[src/rtl/flash_page_writer.sv]
module flash_page_writer #(
  parameter int PAGE_BYTES = 128,
  parameter int ADDR_W     = 16,
  parameter int ERASE_CYC  = 20,
  parameter int PROG_CYC   = 30,
  localparam int OFF_W     = $clog2(PAGE_BYTES),
  localparam int PAGE_W    = ADDR_W - OFF_W
) (
  input  logic                    clk,
  input  logic                    rst_n,
  input  logic                    ctl_we,
  input  logic [6:0]              ctl_wdata,
  output logic [3:0]              ctl_rdata,
  input  logic                    mem_we,
  input  logic [ADDR_W-1:0]       mem_addr,
  input  logic [7:0]              mem_wdata,
  output logic                    ram_we,
  output logic                    cpu_hold,
  output logic [PAGE_W-1:0]       arr_page,
  output logic [1:0]              arr_space,
  output logic                    arr_erase,
  output logic                    arr_prog,
  output logic [PAGE_BYTES-1:0]   arr_byte_en,
  output logic [8*PAGE_BYTES-1:0] arr_wdata
);
  localparam int MAXC  = (ERASE_CYC > PROG_CYC) ? ERASE_CYC : PROG_CYC;
  localparam int CNT_W = $clog2(MAXC + 1);

  typedef enum logic [1:0] {S_IDLE, S_ERASE, S_PROG} state_t;

  state_t                st_q;
  logic [CNT_W-1:0]      tmr_q;
  logic                  map_q, armed_q;
  logic [1:0]            mode_q;
  logic [PAGE_W-1:0]     page_q;
  logic [PAGE_BYTES-1:0] loaded_q;
  logic [7:0]            lat_q [PAGE_BYTES];

  wire       busy   = (st_q != S_IDLE);
  wire [3:0] key    = ctl_wdata[6:3];
  wire [1:0] wmode  = ctl_wdata[1:0];
  wire       ctl_ok = ctl_we & ~busy;
  wire       lat_ok = mem_we & map_q & ~busy;
  wire       start  = ctl_ok & armed_q & (key == 4'hA) & (wmode != 2'b11) & (|loaded_q);
  wire [OFF_W-1:0] off = mem_addr[OFF_W-1:0];

  assign ctl_rdata   = {map_q, mode_q, busy};
  assign ram_we      = mem_we & ~map_q;
  assign cpu_hold    = busy;
  assign arr_page    = page_q;
  assign arr_space   = mode_q;
  assign arr_erase   = (st_q == S_ERASE);
  assign arr_prog    = (st_q == S_PROG);
  assign arr_byte_en = loaded_q;

  always_ff @(posedge clk or negedge rst_n) begin
    if (!rst_n) begin
      st_q     <= S_IDLE;
      tmr_q    <= '0;
      map_q    <= 1'b0;
      armed_q  <= 1'b0;
      mode_q   <= 2'b00;
      page_q   <= '0;
      loaded_q <= '0;
    end else begin
      if (ctl_ok) begin
        map_q   <= ctl_wdata[2];
        mode_q  <= wmode;
        armed_q <= ~armed_q & (key == 4'h5);
      end
      if (lat_ok) begin
        loaded_q[off] <= 1'b1;
        if (~|loaded_q) page_q <= mem_addr[ADDR_W-1:OFF_W];
      end
      case (st_q)
        S_IDLE: if (start) begin
          st_q  <= S_ERASE;
          tmr_q <= '0;
        end
        S_ERASE: if (tmr_q == CNT_W'(ERASE_CYC - 1)) begin
          st_q  <= S_PROG;
          tmr_q <= '0;
        end else tmr_q <= tmr_q + 1'b1;
        S_PROG: if (tmr_q == CNT_W'(PROG_CYC - 1)) begin
          st_q     <= S_IDLE;
          tmr_q    <= '0;
          loaded_q <= '0;
        end else tmr_q <= tmr_q + 1'b1;
        default: st_q <= S_IDLE;
      endcase
    end
  end

  always_ff @(posedge clk) begin
    if (lat_ok) lat_q[off] <= mem_wdata;
  end

  for (genvar i = 0; i < PAGE_BYTES; i++) begin : g_out
    assign arr_wdata[8*i +: 8] = lat_q[i];
  end
endmodule

[config.mk]
export PLATFORM = sky130hd
export DESIGN_NAME = flash_page_writer
export DESIGN_NICKNAME = d
export VERILOG_FILES = /design/src/rtl/flash_page_writer.sv
export SDC_FILE = /design/constraint.sdc
export NUM_CORES = 1
export LEC_CHECK = 0
export BUFFER_PORTS_ARGS = -buffer_cell sky130_fd_sc_hd__buf_2
export CAP_MARGIN = 10
export CELL_PAD_IN_SITES_DETAIL_PLACEMENT = 1
export CELL_PAD_IN_SITES_GLOBAL_PLACEMENT = 1
export CORE_AREA = 4 4 471 473
export CTS_CLUSTER_DIAMETER = 60
export CTS_CLUSTER_SIZE = 12
export DETAILED_ROUTE_END_ITERATION = 12
export DIE_AREA = 0 0 475 477
export PLACE_DENSITY_LB_ADDON = 0.1
export SYNTH_ARGS = -nofsm -noshare
export SYNTH_HDL_FRONTEND = slang
export SYNTH_SLANG_ARGS = --single-unit
export TNS_END_PERCENT = 50
[constraint.sdc]
create_clock -name clk -period 3.4 [get_ports clk]
set_input_delay 0.34 -clock clk [delete_from_list [all_inputs] [get_ports clk]]
set_output_delay 0.34 -clock clk [all_outputs]
set_load 0.1 [all_outputs]
---- Word level (Yosys, flattened, before mapping) ----
Memory sizes are Yosys's and may differ from the RTL's.
Index checks and enable logic that the tools add are counted.
cells by class
  $add $sub $neg .......................... 1
  order comparisons ....................... 2
  equal/unequal tests ..................... 10
  mux-type cells .......................... 15
  bitwise gates (word level) .............. 14
  reductions and logical operators ........ 8
operator list
  operator             number
  $mux 128             3
  $or 128x128->128     1
  $reduce_or 128->1    1
  $mux 5               3
  $pmux 5 s3           1
  $eq 5x5->1 const B   2
  $and 1x1->1          9
  $lt 7x8->1 const B   1
  $demux 1 s7          1
  $ge 7x1->1 const B   1
  $mux 2               3
  $pmux 2 s3           1
  $add 5x1->5 const B  1
  $eq 4x3->1 const B   1
  $eq 4x4->1 const B   1
  $ne 2x1->1 const B   2
  $ne 2x2->1 const B   2
  $not 1->1            4
  $reduce_and 2->1     2
  $mux 1               3
  $reduce_and 3->1     1
  $reduce_bool 3->1    1
  $eq 2x1->1 const B   1
  $eq 2x2->1 const B   1
  other kinds (3)      3
word-level totals
  register bits ........................... 148
  RAM bits ................................ 1024
  output and inout port bits .............. 1171
  word-level logic and storage cells ...... 58
  memories ................................ 1
memories
  name   words  bits a word  read ports  clocked after Yosys merged registers in  wr ports  RTL line  source
  lat_q  128    8            128         0                                        1         37        logic [7:0] lat_q [PAGE_BYTES];

---- Depth between registers and ports, before layout ----
Gate-level depths: netlist (run 1).
  word-level depth ........................ 9
  depth in mapped cells ................... 9
  depth with buffers taken out ............ 8

---- Worst setup path after synthesis (run 1) ----
OpenSTA, ideal clock, no wires.
  path kind ............................... register to register
  from .................................... reg st_q[0]
  to ...................................... reg st_q[1]
  arrival time ............................ 2373 ps
  slack ................................... 901 ps
  cell stages (with the launch flop) ...... 7
  path buffers ............................ 1
  period minus slack after synthesis ...... 2499 ps
  path through ............................ dfrtp_1 inv_1 ha_1 clkbuf_1 clkinv_1 o21ai_1 mux2_2
on the way
  cells in the longest elaborated chain, start to end .. 9
  elaborated cells between the ends (all ways) .. 15
  those cells by class .................... 5 x eq/ne; 1 x mux; 6 x bitwise; 3 x reduce/logical
ends and longest elaborated chain
  element                     RTL line  source
  start: declaration          31        state_t st_q;
  start signal: assignment    58        st_q <= S_IDLE;
  start signal: assignment    77        st_q <= S_ERASE;
  start signal: assignment    81        st_q <= S_PROG;
  $reduce_bool 2->1           39        wire busy = (st_q != S_IDLE);
  net cpu_hold                18        output logic cpu_hold,
  $not 1->1                   42        wire ctl_ok = ctl_we & ~busy;
  $and 1x1->1                 42
  $and 1x1->1 (4 in a row)    44        wire start = ctl_ok & armed_q & (key == 4'hA) & (wmode != 2'b11) & (|loaded_q);
  $ne 2x2->1 (no line)        n/a
  $reduce_and 3->1 (no line)  n/a
The timed path passes the listed nets, and every way through them passes these cells.
A chain may end at the register's enable or synchronous reset.

---- Worst setup path after layout (run 1) ----
  from .................................... reg loaded_q[45], in the netlist arr_byte_en[45]
  to ...................................... reg tmr_q[2]
on the way
  cells in the longest elaborated chain, start to end .. 4
ends and longest elaborated chain
  element                           RTL line  source
  start: declaration                36        logic [PAGE_BYTES-1:0] loaded_q;
  start signal: assignment          64        loaded_q <= '0;
  start signal: indexed assignment  72        loaded_q[off] <= 1'b1;
  start signal: assignment          87        loaded_q <= '0;
  $reduce_or 128->1                 44
  $and 1x1->1                       44
  $ne 2x2->1 (no line)              n/a
  $reduce_and 2->1 (no line)        n/a
  end signal: assignment            83        end else tmr_q <= tmr_q + 1'b1;
  end signal: assignment            88        end else tmr_q <= tmr_q + 1'b1;
  end: declaration                  32        logic [CNT_W-1:0] tmr_q;
Every way passes these cells.

==> results.json, run 1 <==
{
  "max_cap_viol_count": 0,
  "synth_ff_type": "edfxtp_1",
  "route.detailed.drc": 0,
  "fin_tns_setup_ns": 0,
  "ys_warn_count": 0,
  "drv_slew": 0,
  "hold_end": "lat_q[81][7]",
  "hold_violations": 0,
  "drtAntennaViolNets": 0,
  "cp.required_ns": 4.02,
  "setup_viol": 0,
  "synth_edf_count": 1024,
  "p_per_area_nw_per_um2": 665,
  "clk_pin_slew_worst_paths_ns": 0.06,
  "core_um2": 217000,
  "cp-end-kind": "flip-flop",
  "reg2reg_depth": 8,
  "ioPinCount": 1206,
  "grt_pass1_wl_um": 246000,
  "min_from": "mem_wdata[7]",
  "dieArea_um2": 227000,
  "grt_max_degree": 71,
  "nFillCells": 23342,
  "initial_utilization_pct": 17.1,
  "fp.dieH_um": 477,
  "tightest_slew_ns": 1.11,
  "drt_first_iter_violations": 1484,
  "worst_slew_margin_rel_pct": 25.4,
  "cp.arrival_ns": 3.92,
  "cts_setup_buffers": 0,
  "numPortBuffers": 1205,
  "totalWireLength_um": 191000,
  "synthCells": 1606,
  "synth-seq-cells": 1172,
  "grt_antenna_before_repair": 21,
  "rrSetupSlack_ns": 0.1,
  "synthDistinctLibCells": 31,
  "vias_per_cell": 3.69,
  "r2r-end": "tmr_q[2]",
  "numCtsBuffers": 138,
  "rsz0062_at_grt": "no",
  "yosysSeqAreaShare_pct": 93.1,
  "rows": 171,
  "final_util_pct": 24.4,
  "r2r-start": "arr_byte_en[45]",
  "setup_ws_ns": 0.0969,
  "syn2layout_area_growth_pct": 43.2,
  "hold_path.class": "in2reg",
  "synthesis.area_um2": 37000,
  "cts_root_buf": "clkbuf_16",
  "cts_num_sinks": 1172,
  "h-tree-depth": 4,
  "fin_crit_sh_pct": 97.1,
  "clk_latency_ns": 0.76,
  "cp_max_fo": 4,
  "vias": 22611,
  "grt_pass1_vias": 24125,
  "peakVddDrop_uv": 656,
  "cts_tree": "built",
  "hpwl_um": 139000,
  "syn_nets": 1647,
  "max_freq_mhz": 303,
  "whs_path_depth": 1,
  "crit_path_start_kind": "flip-flop",
  "finish.net_count": 3200,
  "ys_async_sr_fraction_pct": 12.6,
  "drt-pass1-iter-count": 5,
  "wl_per_cell_um": 31.3,
  "grt_overflow": 0,
  "crit_start": "arr_byte_en[45]",
  "dieWidth_um": 475,
  "drive_gt1_share_pct": 50.7,
  "clockBufferDepth": 3,
  "avgSynthCellArea_um2": 23.0,
  "place.gp.congestion": 0.797,
  "place_area_um2": 48500,
  "stdcell_area_um2": 53000,
  "skew_ns": 0.0265,
  "fin_crit_ns": 3.30,
  "critPathKind": "reg2reg",
  "grt.total_usage_pct": 16.3,
  "dp_slack_ns": 0.00385,
  "power_leakage_nw": 20.3,
  "status": "completed"
}
==> layout by cell type (no fill, tap or decap), drive strengths merged <==
| master | n |
|---|---|
| buf | 1420 |
| edfxtp | 1024 |
| clkbuf | 185 |
| dfrtp | 148 |
| nor2 | 141 |
| o21a | 129 |
| nor4 | 34 |
| clkinv | 24 |
| inv | 24 |
| nand2 | 21 |
| dlygate4sd3 | 20 |
| mux2 | 14 |
| nand3 | 12 |
| nand4 | 11 |
| diode | 9 |
| nor2b | 9 |
| clkinvlp | 7 |
| ha | 6 |
| bufinv | 6 |
| a221o | 4 |
| o21ai | 4 |
| a22oi | 3 |
| nor3 | 2 |
| a21oi | 2 |
| nand4bb | 1 |
| and2 | 1 |
| a32o | 1 |
| nand2b | 1 |
| o22ai | 1 |
| o32ai | 1 |
| nand3b | 1 |
| nand4b | 1 |
==> flip-flops by register name, indices dropped and copies added (netlist names) <==
name         flops
map_q            1
arr_byte_en    128
lat_q         1024
arr_page         9
st_q             2
armed_q          1
arr_space        2
tmr_q            5
==> area by class of cell <==
class	count	area, um2	area share, %
diodes	9	22.5	0.0425
multi-input cells	400	2480	4.68
clock inverters	54	571	1.08
clock buffers	185	3760	7.08
flip-flops and latches	1172	34500	65.0
well taps	2854	3570	6.74
repair buffers	1440	8140	15.3
inverters	7	26.3	0.0496
==> layer usage <==
metal  track usage [%]  vias to the layer above  wire [um]
li1                  -                     9410          -
met1              19.1                    11878      74800
met2              27.5                     1066      92900
met3              5.96                      247      17300
met4              5.32                       10       6190
met5                 0                        -         69
==> logic make-up after synthesis <==
group | synth area share [%]
multiplexers | 0.426
AO/OA/AOI/OAI | 2.94
AND/OR/NAND/NOR | 2.95
flip-flops | 93.1
adder cells (fa/ha/maj) | 0.203
buffers and inverters | 0.385
==> cells in the mapped netlist, types with 2 or more instances <==
master    count  area share (%)
a22oi_1       3           0.061
nor2_1      141             1.4
inv_1         6           0.061
a221o_1       4            0.11
clkbuf_1     23            0.23
o21ai_0       3           0.041
nand3_1      12            0.16
nand4_1      11            0.19
nor3_1        2           0.027
nor4_4        2            0.11
mux2_2       14            0.43
nor2b_1       9            0.15
buf_4         4           0.081
ha_1          6            0.20
o21a_1      129             2.6
edfxtp_1   1024              83
nand2_1      21            0.21
nor4_1       32            0.54
dfrtp_1     148              10
==> through the flow <==
stage / hold slack, ns / cells / total power, mW
floorplan: 0.0444 / 1606 / 19.4
global route: 0.0907 / 6113 / 36.6
finish: 0.132 / 6121 / 35.3
detailed placement: 0.451 / 5853 / 21.2
CTS: 0.0826 / 6112 / 35.9
global placement: 0.450 / 5853 / 21.2
==> worst max path at each step <==
stage,endpoint,slack (ns)
after floorplan,st_q[1],0.90
after global placement,tmr_q[3],-0.005
after detailed placement,tmr_q[3],0.004
after CTS,tmr_q[2],0.09
after global routing,lat_q[32][5],0.09
final,tmr_q[2],0.1
==> critical path: stages, from the launching register on <==
cell	delay (ns)
dfrtp_1	0.44
nor4_1	0.92
nand4_1	0.28
nor4_4	0.53
buf_4	0.25
a21oi_2	0.10
buf_4	0.17
and2_4	0.14
a221o_1	0.34
==> power breakdown <==
| part | total (mW) | internal (mW) | switching, mW |
|---|---|---|---|
| logic | 4.57 | 0.816 | 3.75 |
| registers | 16.2 | 15.9 | 0.296 |
| clock network | 14.5 | 8.30 | 6.16 |
| total | 35.3 | 25.1 | 10.2 |
==> what timing repair did <==
action | 4_1_cts | 5_1_grt
endpoints found under the setup margin | 3 | 4
gates resized for setup | 1 | 1
hold buffers | 20 | 0
endpoints found under the hold margin | 95 | 0
Note: power is estimated with default switching activity, not from simulation.
==> run 2: changes to the inputs <==
--- a/config.mk
+++ b/config.mk
@@ -5,15 +5,17 @@
 export SDC_FILE = /design/constraint.sdc
 export NUM_CORES = 1
 export LEC_CHECK = 0
+export ABC_AREA = 1
+export ABC_CLOCK_PERIOD_IN_PS = 3400
 export BUFFER_PORTS_ARGS = -buffer_cell sky130_fd_sc_hd__buf_2
 export CAP_MARGIN = 10
 export CELL_PAD_IN_SITES_DETAIL_PLACEMENT = 1
 export CELL_PAD_IN_SITES_GLOBAL_PLACEMENT = 1
-export CORE_AREA = 4 4 471 473
+export CORE_AREA = 4 4 464 466
 export CTS_CLUSTER_DIAMETER = 60
 export CTS_CLUSTER_SIZE = 12
 export DETAILED_ROUTE_END_ITERATION = 12
-export DIE_AREA = 0 0 475 477
+export DIE_AREA = 0 0 468 470
 export PLACE_DENSITY_LB_ADDON = 0.1
 export SYNTH_ARGS = -nofsm -noshare
 export SYNTH_HDL_FRONTEND = slang
==> results.json, run 2 <==
{
  "initial_utilization_pct": 18.0,
  "ioPinCount": 1206,
  "setup_ws_ns": 0.616,
  "p_comb_share_pct": 12.4,
  "totalWireLength_um": 188000,
  "cp_max_fo": 15,
  "synth.area.top_cells": "edfxtp_1 (81%), dfrtp_1 (9.7%), nor2_1 (2.8%)",
  "sw_frac_of_total_pct": 29.3,
  "final_cell_mix": "buf_2 (1196), edfxtp_1 (1024), nor2_1 (285)",
  "core_um2": 211000,
  "hold_end": "lat_q[71][0]",
  "fp.dieH_um": 470,
  "dieArea_um2": 220000,
  "setup_viol": 0,
  "synth_compound_area_share_pct": 1.70,
  "rsz0062_at_grt": "no",
  "slowest_delay_ns": 0.39,
  "reg2reg_depth": 9,
  "drtAntennaViolNets": 0,
  "ys_warn_count": 0,
  "fin_tns_setup_ns": 0,
  "critPathKind": "reg2reg",
  "path_common_cell": "inv_2",
  "top_register": "lat_q",
  "synthesis.area_um2": 38100,
  "grt_max_degree": 87,
  "vias": 22703,
  "cts_num_sinks": 1172,
  "grt_pass1_vias": 24168,
  "dp_slack_ns": 0.534,
  "numCtsBuffers": 146,
  "cp_num_buf_inv": 4,
  "largest_reg_flops": 1024,
  "synthCells": 1839,
  "clk_latency_ns": 0.79,
  "cp-end-kind": "flip-flop",
  "worst_slew_margin_rel_pct": 19.8,
  "crit_path_start_kind": "flip-flop",
  "r2r-end": "lat_q[21][3]",
  "synth_top_family_by_area": "simple AND/OR/NAND/NOR gates",
  "hold_path.class": "in2reg",
  "p_per_area_nw_per_um2": 678,
  "drt_first_iter_violations": 1432,
  "min_from": "mem_wdata[0]",
  "clk_pin_slew_worst_paths_ns": 0.06,
  "synth_top_cell_area_share_pct": 80.7,
  "fin_crit_ns": 2.78,
  "rows": 169,
  "grt_overflow": 0,
  "fin_crit_sh_pct": 81.9,
  "grt_pass1_wl_um": 245000,
  "grt_antenna_before_repair": 17,
  "cts_root_buf": "clkbuf_16",
  "max_freq_mhz": 359,
  "syn_nets": 1880,
  "finalPower_mw": 36.4,
  "synthSimpleGateAreaFrac_pct": 6.55,
  "dieWidth_um": 468,
  "synth_common_cells": "edfxtp_1 (1024), nor2_1 (287), dfrtp_1 (148)",
  "synth-seq-cells": 1172,
  "peakVddDrop_uv": 529,
  "avgSynthCellArea_um2": 20.7,
  "vias_per_cell": 3.64,
  "syn2layout_area_growth_pct": 40.7,
  "synthAdderAreaFrac_pct": 0.197,
  "wl_per_cell_um": 30.1,
  "drv_slew": 0,
  "route.detailed.drc": 0,
  "grt.total_usage_pct": 16.6,
  "synth_xor_area_share_pct": 0.0689,
  "path_cells": "inv_1 -> ha_1 -> nand3_2 -> inv_2 -> nand2_4 -> nor2_2 -> inv_2 -> buf_4 -> nor2_4",
  "finish.net_count": 3340,
  "path_delay_family": "buffers and inverters",
  "place.gp.congestion": 0.727,
  "drive_gt1_share_pct": 49.1,
  "synth_ff_type": "edfxtp_1",
  "clockBufferDepth": 3,
  "synth_edf_count": 1024,
  "yosysTopAreaCell": "edfxtp_1",
  "max_cap_viol_count": 0,
  "status": "completed",
  "cp.required_ns": 3.85,
  "final_common_cell": "buf_2",
  "cts_tree": "built",
  "seqPwrFrac_pct": 44.5,
  "whs_path_depth": 1,
  "ys_async_sr_fraction_pct": 12.6,
  "r2r-start": "st_q[0]",
  "drt-pass1-iter-count": 5,
  "tightest_slew_ns": 1.20,
  "hpwl_um": 135000,
  "synth_most_common_cell": "edfxtp_1",
  "rrSetupSlack_ns": 0.62,
  "pwr-share-clk_pct": 43.1,
  "h-tree-depth": 4,
  "hold_violations": 0,
  "numPortBuffers": 1205,
  "cts_setup_buffers": 0,
  "synth_mux_area_share_pct": 0,
  "yosysSeqAreaShare_pct": 90.4,
  "skew_ns": 0.0354,
  "switching_power_mw": 10.7,
  "power_leakage_nw": 20.7,
  "synthDistinctLibCells": 30,
  "cp.arrival_ns": 3.24,
  "p_int_mw": 25.7,
  "cpMaxStageDelayCell": "dfrtp_1"
}
## run 2: cell count changes after synthesis, sizes merged, moves of 16 or more
cell     delta
o21a      -129
nor2      +238
buf        +16
nand2      +77
nor4       -33
inv        +45
a2bb2oi    +60
## run 2: final cells by class
class / instances / area [um2]
inverters: 51 / 194
clock buffers: 197 / 4050
diodes: 8 / 20.0
clock inverters: 64 / 723
repair buffers: 1345 / 7410
fillers: 22701 / 158000
flip-flops and latches: 1172 / 34500
well taps: 2821 / 3530
multi-input cells: 583 / 3270
## run 2: routing by layer
layer | wire, um | vias up | part of all wire, % | track usage (%)
met5 | 18 | - | 0.0096 | 0
met4 | 4660 | 4 | 2.5 | 4.40
met3 | 16600 | 197 | 8.9 | 6.44
met2 | 89900 | 936 | 48 | 27.7
met1 | 76500 | 11788 | 41 | 19.9
li1 | - | 9778 | - | -
## run 2: logic make-up after synthesis
| group | after synthesis |
|---|---|
| flops | 1172 |
| simple gates | 505 |
| fa+ha+maj | 6 |
| compound gates | 69 |
| xor+xnor | 3 |
| buf+inv | 84 |
## run 2: power groups by stage
stage               Combinational (mW)  Clock, mW  Sequential, mW
floorplan                         1.17          0            18.1
global placement                  4.63          0            16.5
detailed placement                4.62          0            16.5
CTS                               4.68       16.2            16.2
global route                      4.79       16.8            16.2
finish                            4.52       15.7            16.2
## run 2: stage by stage
step | cell area (um2) | utilization (%) | hold slack (ns) | cells
after floorplan | 38100 | - | 0.0444 | 1839
after global placement | 48600 | 23.0 | 0.462 | 5948
after detailed placement | 48600 | 23.0 | 0.464 | 5948
after CTS | 53600 | 25.4 | 0.00604 | 6233
after global routing | 53600 | 25.4 | 0.0278 | 6235
final | 53700 | 25.4 | 0.0640 | 6241
## run 2: repair_timing
action                                 in CTS  in global routing
endpoints found under the hold margin     105                  0
resized for setup                           0                  0
hold buffers                               24                  0
## run 2: worst max-delay path by stage
stage	start	to	cells past startpoint
after global routing	st_q[0]	lat_q[21][0]	9
after CTS	st_q[0]	arr_prog	3
after detailed placement	st_q[0]	lat_q[21][1]	9
final	st_q[0]	lat_q[21][3]	9
after floorplan	st_q[0]	arr_byte_en[45]	8
after global placement	st_q[0]	arr_byte_en[3]	12
==> run 3: changes to the inputs <==
--- a/config.mk
+++ b/config.mk
@@ -5,17 +5,17 @@
 export SDC_FILE = /design/constraint.sdc
 export NUM_CORES = 1
 export LEC_CHECK = 0
-export ABC_AREA = 1
-export ABC_CLOCK_PERIOD_IN_PS = 3400
+export ABC_AREA = 0
+export ABC_CLOCK_PERIOD_IN_PS = 2670
 export BUFFER_PORTS_ARGS = -buffer_cell sky130_fd_sc_hd__buf_2
 export CAP_MARGIN = 10
 export CELL_PAD_IN_SITES_DETAIL_PLACEMENT = 1
 export CELL_PAD_IN_SITES_GLOBAL_PLACEMENT = 1
-export CORE_AREA = 4 4 464 466
+export CORE_AREA = 4 4 471 473
 export CTS_CLUSTER_DIAMETER = 60
 export CTS_CLUSTER_SIZE = 12
 export DETAILED_ROUTE_END_ITERATION = 12
-export DIE_AREA = 0 0 468 470
+export DIE_AREA = 0 0 475 477
 export PLACE_DENSITY_LB_ADDON = 0.1
 export SYNTH_ARGS = -nofsm -noshare
 export SYNTH_HDL_FRONTEND = slang
==> constraint.sdc (replaced) <==
create_clock -name clk -period 2.67 [get_ports clk]
set_input_delay 0.267 -clock clk [delete_from_list [all_inputs] [get_ports clk]]
set_output_delay 0.267 -clock clk [all_outputs]
set_load 0.1 [all_outputs]
==> results.json, run 3 (same netlist as run 1, synthesis figures left out) <==
{
  "setup_viol": 0,
  "dieWidth_um": 475,
  "cts_num_sinks": 1172,
  "cp.required_ns": 3.29,
  "ioPinCount": 1206,
  "cp-end-kind": "flip-flop",
  "totalWireLength_um": 179000,
  "hpwl_um": 132000,
  "p_int_mw": 31.7,
  "finish.net_count": 3234,
  "wl_per_cell_um": 29.0,
  "peakVddDrop_uv": 623,
  "stdcell_area_um2": 53300,
  "skew_ns": 0.0423,
  "cts_tree": "built",
  "max_freq_mhz": 382,
  "switching_power_mw": 12.8,
  "clk_latency_ns": 0.78,
  "route.detailed.drc": 0,
  "cts_root_buf": "clkbuf_16",
  "tightest_slew_ns": 0.995,
  "clockBufferDepth": 3,
  "worst_slew_margin_rel_pct": 33.7,
  "fp.dieH_um": 477,
  "cpMaxStageDelayCell": "nor4_2",
  "drive_gt1_share_pct": 51.4,
  "cp_num_buf_inv": 0,
  "p_comb_share_pct": 13.2,
  "crit_path_start_kind": "flip-flop",
  "hold_violations": 0,
  "core_um2": 217000,
  "p_per_area_nw_per_um2": 835,
  "cp.arrival_ns": 3.24,
  "vias_per_cell": 3.62,
  "slowest_delay_ns": 0.47,
  "drt_first_iter_violations": 1434,
  "power_leakage_nw": 20.5,
  "grt_antenna_before_repair": 16,
  "fin_crit_ns": 2.62,
  "place_area_um2": 48700,
  "dieArea_um2": 227000,
  "clk_pin_slew_worst_paths_ns": 0.06,
  "drtAntennaViolNets": 0,
  "sw_frac_of_total_pct": 28.8,
  "critPathKind": "reg2reg",
  "initial_utilization_pct": 17.1,
  "pwr-share-clk_pct": 40.4,
  "final_util_pct": 24.6,
  "max_cap_viol_count": 0,
  "numPortBuffers": 1205,
  "grt_pass1_wl_um": 233000,
  "path_cells": "nor4_2 -> nand4_1 -> nor4_4 -> a21oi_2 -> o21ai_2 -> mux2_2",
  "numCtsBuffers": 135,
  "place.gp.congestion": 0.795,
  "rows": 171,
  "h-tree-depth": 4,
  "hold_path.class": "in2reg",
  "finalPower_mw": 44.5,
  "largest_reg_flops": 1024,
  "fin_crit_sh_pct": 98.1,
  "drt-pass1-iter-count": 4,
  "final_common_cell": "buf_2",
  "top_register": "lat_q",
  "drv_slew": 0,
  "vias": 22226,
  "grt_max_degree": 62,
  "cp_max_fo": 4,
  "grt_overflow": 0,
  "syn2layout_area_growth_pct": 44.0,
  "grt.total_usage_pct": 15.2,
  "final_cell_mix": "buf_2 (1194), edfxtp_1 (1024), buf_4 (231)",
  "seqPwrFrac_pct": 46.4,
  "path_delay_family": "simple AND/OR/NAND/NOR gates",
  "grt_pass1_vias": 23940,
  "status": "completed"
}
-- run 3: cell types whose count changed in the layout (fill, tap and decap cells not counted), sizes merged, moves of 4 or more --
cell,previous run,this run
a221o,0,4
clkinv,30,23
buf,1321,1453
nor2,379,141
nand4,3,11
nand3,21,12
nor4,1,34
o21a,0,129
nand2,98,21
mux2,0,14
nor2b,0,9
clkbuf,197,177
inv,70,19
a2bb2oi,60,0
-- run 3: per-layer routing --
layer	up-vias	GRT usage (%)	wire, um
met5	-	0	0
met1	11666	17.9	70800
met3	178	5.23	15000
met2	932	26.6	89200
met4	0	3.59	3540
li1	9450	-	-
-- run 3: power by group through the flow --
stage                     sequential, mW  combinational (mW)  clock, mW
after floorplan                     23.3                1.34          0
after global placement              21.0                5.89          0
after detailed placement            21.0                5.90          0
after CTS                           20.6                6.02       18.7
after global routing                20.7                6.17       19.5
final                               20.6                5.89       18.0
-- run 3: per-stage QoR --
step / hold slack [ns] / setup slack, ns / std cells / TNS (ns)
2_1_floorplan: -0.0286 / 0.171 / 1606 / 0
3_3_place_gp: 0.221 / -0.364 / 5883 / -4.17
3_5_place_dp: 0.219 / -0.298 / 5883 / -3.34
4_1_cts: 0.0140 / 0.00377 / 6135 / 0
5_1_grt: 0.0304 / -0.00733 / 6137 / -0.00733
6_report: 0.0607 / 0.0494 / 6147 / 0
-- run 3: repair_timing --
action,CTS,global route
endpoints found under the setup margin,18,20
hold endpoints to repair,220,0
hold buffers,25,0
setup buffers,1,1
pin swaps,2,3
resized for setup,10,8
-- run 3: final timing paths --
check	startpoint	to	slack, ns	cells past startpoint
setup / recovery	arr_byte_en[23]	st_q[1]	0.05	6
hold / removal	mem_wdata[3]	lat_q[98][3]	0.06	1
setup reg to reg	arr_byte_en[23]	st_q[1]	0.05	6
hold reg to reg	arr_page[7]	arr_page[7]	0.52	1
max in group asynchronous	rst_n	arr_byte_en[103]	1.49	4
min in group asynchronous	rst_n	arr_byte_en[26]	0.53	3
-- run 3: cell type report --
type / instances / area, um2
Sequential cell: 1172 / 34500
Clock inverter: 49 / 536
Antenna cell: 11 / 27.5
Multi-Input combinational cell: 400 / 2560
Tap cell: 2854 / 3570
Fill cell: 23270 / 164000
Timing Repair Buffer: 1477 / 8480
Clock buffer: 177 / 3650
Inverter: 7 / 27.5
